<file path="src/rtl/tick16k_gen.sv">
module tick16k_gen #(
  parameter int DIV_LO  = 812,
  parameter int ACC_W   = 21,
  parameter int ACC_INC = 2581
) (
  input  logic clk,
  input  logic rst,
  input  logic mode_sel,
  output logic tick,
  output logic sq_out
);
  localparam int DIV_HI = DIV_LO + 1;
  localparam int CNT_W  = $clog2(DIV_HI);
  localparam logic [CNT_W-1:0] LAST_LO = CNT_W'(DIV_LO - 1);
  localparam logic [CNT_W-1:0] LAST_HI = CNT_W'(DIV_HI - 1);
  localparam logic [ACC_W-1:0] STEP    = ACC_W'(ACC_INC);

  logic             mode_q;
  logic             seg_hi;
  logic [CNT_W-1:0] cnt;
  logic [ACC_W-1:0] acc;
  logic             msb_d;

  wire cnt_end = (cnt == (seg_hi ? LAST_HI : LAST_LO));
  wire acc_msb = acc[ACC_W-1];

  always_ff @(posedge clk) begin
    if (rst) begin
      mode_q <= mode_sel;
      cnt    <= '0;
      seg_hi <= 1'b0;
      acc    <= '0;
      msb_d  <= 1'b0;
    end else if (mode_q) begin
      acc    <= acc + STEP;
      msb_d  <= acc_msb;
    end else if (cnt_end) begin
      cnt    <= '0;
      seg_hi <= ~seg_hi;
    end else begin
      cnt    <= cnt + 1'b1;
    end
  end

  assign tick   = mode_q ? (acc_msb & ~msb_d) : cnt_end;
  assign sq_out = mode_q ? acc_msb : ~seg_hi;
endmodule


</file>
<file path="config.mk">
export PLATFORM = sky130hd
export DESIGN_NAME = tick16k_gen
export DESIGN_NICKNAME = d
export VERILOG_FILES = /design/src/rtl/tick16k_gen.sv
export SDC_FILE = /design/constraint.sdc
export NUM_CORES = 1
export LEC_CHECK = 0
export CAP_MARGIN = 20
export CORE_UTILIZATION = 65
export CTS_BUF_LIST = sky130_fd_sc_hd__clkbuf_4 sky130_fd_sc_hd__clkbuf_8 sky130_fd_sc_hd__clkbuf_16
export CTS_CLUSTER_SIZE = 30
export DETAILED_ROUTE_END_ITERATION = 16
export PLACE_DENSITY = 0.83
export SLEW_MARGIN = 20
export SYNTH_ARGS = -nofsm -noshare
export SYNTH_HDL_FRONTEND = slang
export SYNTH_SLANG_ARGS = --single-unit
export TNS_END_PERCENT = 50
</file>
<file path="constraint.sdc">
create_clock -name clk -period 3 [get_ports clk]
set_clock_uncertainty 0.2 [all_clocks]
set_input_delay 0.75 -clock clk [delete_from_list [all_inputs] [get_ports clk]]
set_output_delay 0.75 -clock clk [all_outputs]
set_load 0.02 [all_outputs]
</file>
* After elaboration in Yosys (flattened, before gate mapping)
Cells that the tools add are included.
** Word-level totals
- Register bits after elaboration :: 34
- Input bits :: 3
- Output and inout port bits :: 2
- Word-level logic and storage cells :: 17
** Cells by class
- Add/sub/neg operators :: 2
- Equal/unequal tests :: 1
- Muxes and demuxes :: 4
- Bitwise operators :: 4
- Reductions and logical operators :: 1
** Operators by type and width (count)
- 21-bit by 12-bit adder with 21-bit output (second input constant) :: 1
- 10-bit by 1-bit adder with 10-bit output (second input constant) :: 1
- 10-bit == test :: 1
- 10-bit 2-to-1 mux :: 1
- 3-bit 2-to-1 mux :: 1
- 1-bit inverter :: 3
- 1-bit 2-to-1 mux :: 2
- 2-bit AND reduction :: 1
- 1-bit AND :: 1

* Logic depth before layout (Yosys ltp)
Gate-level depths: netlist of run 1.
- Word-level depth :: 3
- Gate-level depth with buffers :: 6
- Mapped depth without buffers :: 5

* Least setup slack after synthesis of run 1
Ideal clock, no wire load.
- Kind :: reg2out
- Start point :: register mode_q
- End point :: output sq_out
- Data arrival time :: 1297 ps
- Required time :: 2050 ps
- Slack :: 753 ps
- Cell stages (with the launch flop) :: 4
- Path buffers :: 1
- Cell sequence :: edfxtp_1 inv_1 buf_1 mux2i_1
** On the way
- Cells in the longest elaborated chain, start to end :: 1
** RTL lines
- start, declared :: RTL line 18 : logic mode_q;
- start signal, assigned :: RTL line 29 : mode_q <= mode_sel;
- 1-bit 2-to-1 mux :: RTL line 46 : assign sq_out = mode_q ? acc_msb : ~seg_hi;
- end, declared :: RTL line 10 : output logic sq_out
No other way between the ends.

* Worst setup path in the final report of run 1
- Start point :: register cnt[2]
- End point :: output tick
** On the way
- Cells in the longest elaborated chain, start to end :: 2
** RTL lines
- start, declared :: RTL line 20 : logic [CNT_W-1:0] cnt;
- start signal, assigned :: RTL line 41 : cnt <= cnt + 1'b1;
- 10-bit == test :: RTL line 24 : wire cnt_end = (cnt == (seg_hi ? LAST_HI : LAST_LO));
- 1-bit 2-to-1 mux :: RTL line 45 : assign tick = mode_q ? (acc_msb & ~msb_d) : cnt_end;
- end, declared :: RTL line 9 : output logic tick,
No other way between the ends.

==> run metrics, run 1 <==
Hold Violations, Final 0; combinational family with the most area after synthesis simple AND/OR/NAND/NOR gates; headroom to the max-slew limit 0.604; DR iter-0 viols about 110; Syn Inst Count 220; Max clock buf depth 2; Setup TNS Final 0 ns; max_cap viols 0; number of remaining DRC errors 0; core region area 2590 um^2; commonest non-fill, non-tap cell in the layout dfxtp_1; WP buf/inv 1; CTS Root Cell clkbuf_4; synth warn 0; Post-CTS Setup Repair Bufs 0; most frequent cells in the layout dfxtp_1 (33), nor2_1 (32), nand2_1 (15); number of H-tree levels 2; number of port buffers 4; CP Class flip-flop to primary output; ys flop type dfxtp_1; multiplexer area fraction after synthesis 0.0332; FF-to-FF Start acc[0]; CP max stage delay 0.47 ns; CP endpoint kind primary output; Antenna Diode Count 0; Max IR drop VDD around 0.00041 V; XOR/XNOR share of the synthesized area 0.0806; simple-gate share of the synthesized area 0.293; Post-Route WL 4050 um; total global-route track usage 0.281; Synth Area in Compound Gates 0.172; Die Y 55.3 um; Final nets 230; first-pass GRT wire length 6990 um; Max Clk Rate ~0.36 GHz; syn_nets 225; CTS Buf Count 5; cells along the critical path nor4bb_1 > o211ai_1 > o31ai_1 > dlygate4sd2_1; RSZ-0062 raised after global routing false; Critical Path AT 1.86 ns; Initial Utilization 0.713; Clock Pin Slew Worst Setup and Hold Paths 0.10 ns; Leak 0.678 nW; WP depth 4; wire per inst 15.8 um; Worst path slowest cell dfxtp_1; Startpoint Class flip-flop; CTS tree done; Core Rows 18; Via density 6.66; synthesized-area fraction occupied by adder cells 0.0136; delay-heaviest family, CP flip-flops; Critical Path Fanout Max 6; CP Launch Point cnt[2]; Placer Congestion 0.780; fin crit period ~2.8 ns; grt total ovfl 0; #FFs+latches synth 34; status completed; syn_area_per_cell approximately 8.4 um^2; worst slew pin tran 0.594 ns; power per cell area 487 nW/um^2; initial antenna violation count 0; final number of setup-violating endpoints 0; Die Wd ~55 um; asr flop ratio synth 0; layout cells sized above 1 0.0841; vias in the first global route 1637; sequential share of the synthesized area 0.374; hold path depth 2; Distinct cells, synth 52; ANT nets after route 0; Die Area between 3000 and 4000 um^2; r2r setup slk 0.90 ns; Post-synth EDFFs 1; hold path start msb_d; via count between 1.5k and 2k; final period utilization 0.938; synthesized area between 1500 and 2000 um^2; Sink Count 34; Ports 5; largest net degree at the start of global routing 22; final core occ 0.763; Worst-Skew Late Latency around 0.34 ns; cells on worst reg2reg path 5; Critical Path RT 2.05 ns; Detail Placement HPWL 2810 um; DRT Pass-1 Iters 5; final-report max-slew violation count 0; HP Class flip-flop to flip-flop; area grow syn2layout 7.05%
cells by family after synthesis:
group,count (synthesis)
buf+inv,16
compound gates,44
xor+xnor,17
simple gates,101
mux,6
fa+ha+maj,2
flops,34
tightest hold or removal path: stages (launching register included):
cell     delay [ns]
dfxtp_1        0.35
mux2i_1        0.07
nor2_1         0.08
layer usage:
layer	wire [um]	vias to the layer above	GRT usage
met3	241	8	0.0585
li1	-	821	-
met4	70	0	0.132
met2	1960	63	0.463
met5	0	-	0
met1	1790	812	0.349
cell usage after synthesis (all sizes together), types with 2 or more instances:
| cell type | number | area share |
|---|---|---|
| nand3 | 9 | 0.027 |
| nand2b | 2 | 0.0068 |
| nor3 | 7 | 0.019 |
| inv | 5 | 0.010 |
| mux2i | 5 | 0.027 |
| o211ai | 5 | 0.023 |
| nor4bb | 4 | 0.022 |
| xor2 | 6 | 0.028 |
| nor3b | 2 | 0.0081 |
| ha | 2 | 0.014 |
| and4 | 3 | 0.016 |
| or4 | 2 | 0.0081 |
| buf | 3 | 0.0075 |
| nand4b | 3 | 0.014 |
| and2 | 2 | 0.0068 |
| a211oi | 4 | 0.019 |
| dfxtp | 33 | 0.36 |
| or3 | 2 | 0.0068 |
| a21oi | 12 | 0.035 |
| nand2 | 15 | 0.030 |
| a211o | 3 | 0.014 |
| a31oi | 2 | 0.0068 |
| nor2b | 4 | 0.014 |
| o311ai | 3 | 0.014 |
| nor4 | 2 | 0.0068 |
| xnor2 | 11 | 0.052 |
| nand4 | 9 | 0.030 |
| clkbuf | 7 | 0.014 |
| nor2 | 32 | 0.065 |
| o21ai | 5 | 0.014 |
| a21o | 2 | 0.0081 |
area by class of cell:
class / count / area [um^2]
multi-input combinational: 170 / 1090
sequential: 34 / 691
fill: 188 / 613
timing repair buffer: 8 / 68.8
clock buffer: 6 / 51.3
tap: 30 / 37.5
inverter: 6 / 22.5
clock inverter: 2 / 12.5
power breakdown:
part	switching [mW]	internal [mW]	total [mW]
clock network	0.159	0.113	0.272
registers	0.0474	0.487	0.535
logic	0.0886	0.0670	0.156
registers in the layout, indices dropped and copies added (netlist names):
signal and flops:
acc 21, cnt 10, mode_q 1, msb_d 1
seg_hi 1
per-stage QoR:
stage	setup slack (ns)	power, mW	hold WS (ns)	area [um^2]	cells
after floorplan	0.753	0.652	0.263	1850	220
after global placement	0.416	0.686	0.305	1910	248
after detailed placement	0.365	0.698	0.302	1910	248
after CTS	0.254	0.959	0.333	1980	256
after global routing	0.114	1.00	0.379	1980	256
final	0.186	0.962	0.331	1980	256
what timing repair did:
action                     4_1_cts  5_1_grt
hold buffers                     0        0
gates resized for setup          1        0
setup endpoints to repair        1        0
path summary, 6_finish.rpt:
check                  to
setup / recovery     tick
setup reg to reg  acc[14]
hold / removal      msb_d
hold reg to reg     msb_d
Power figures use the tool's default switching activity.
==> inputs of run 2 (changes only) <==
--- a/config.mk
+++ b/config.mk
@@ -15,4 +15,4 @@
 export SYNTH_ARGS = -nofsm -noshare
 export SYNTH_HDL_FRONTEND = slang
 export SYNTH_SLANG_ARGS = --single-unit
-export TNS_END_PERCENT = 50
+export TNS_END_PERCENT = 100
==> results of run 2 <==
Same layout as run 1: the final DEF is identical, and so are final timing and power.
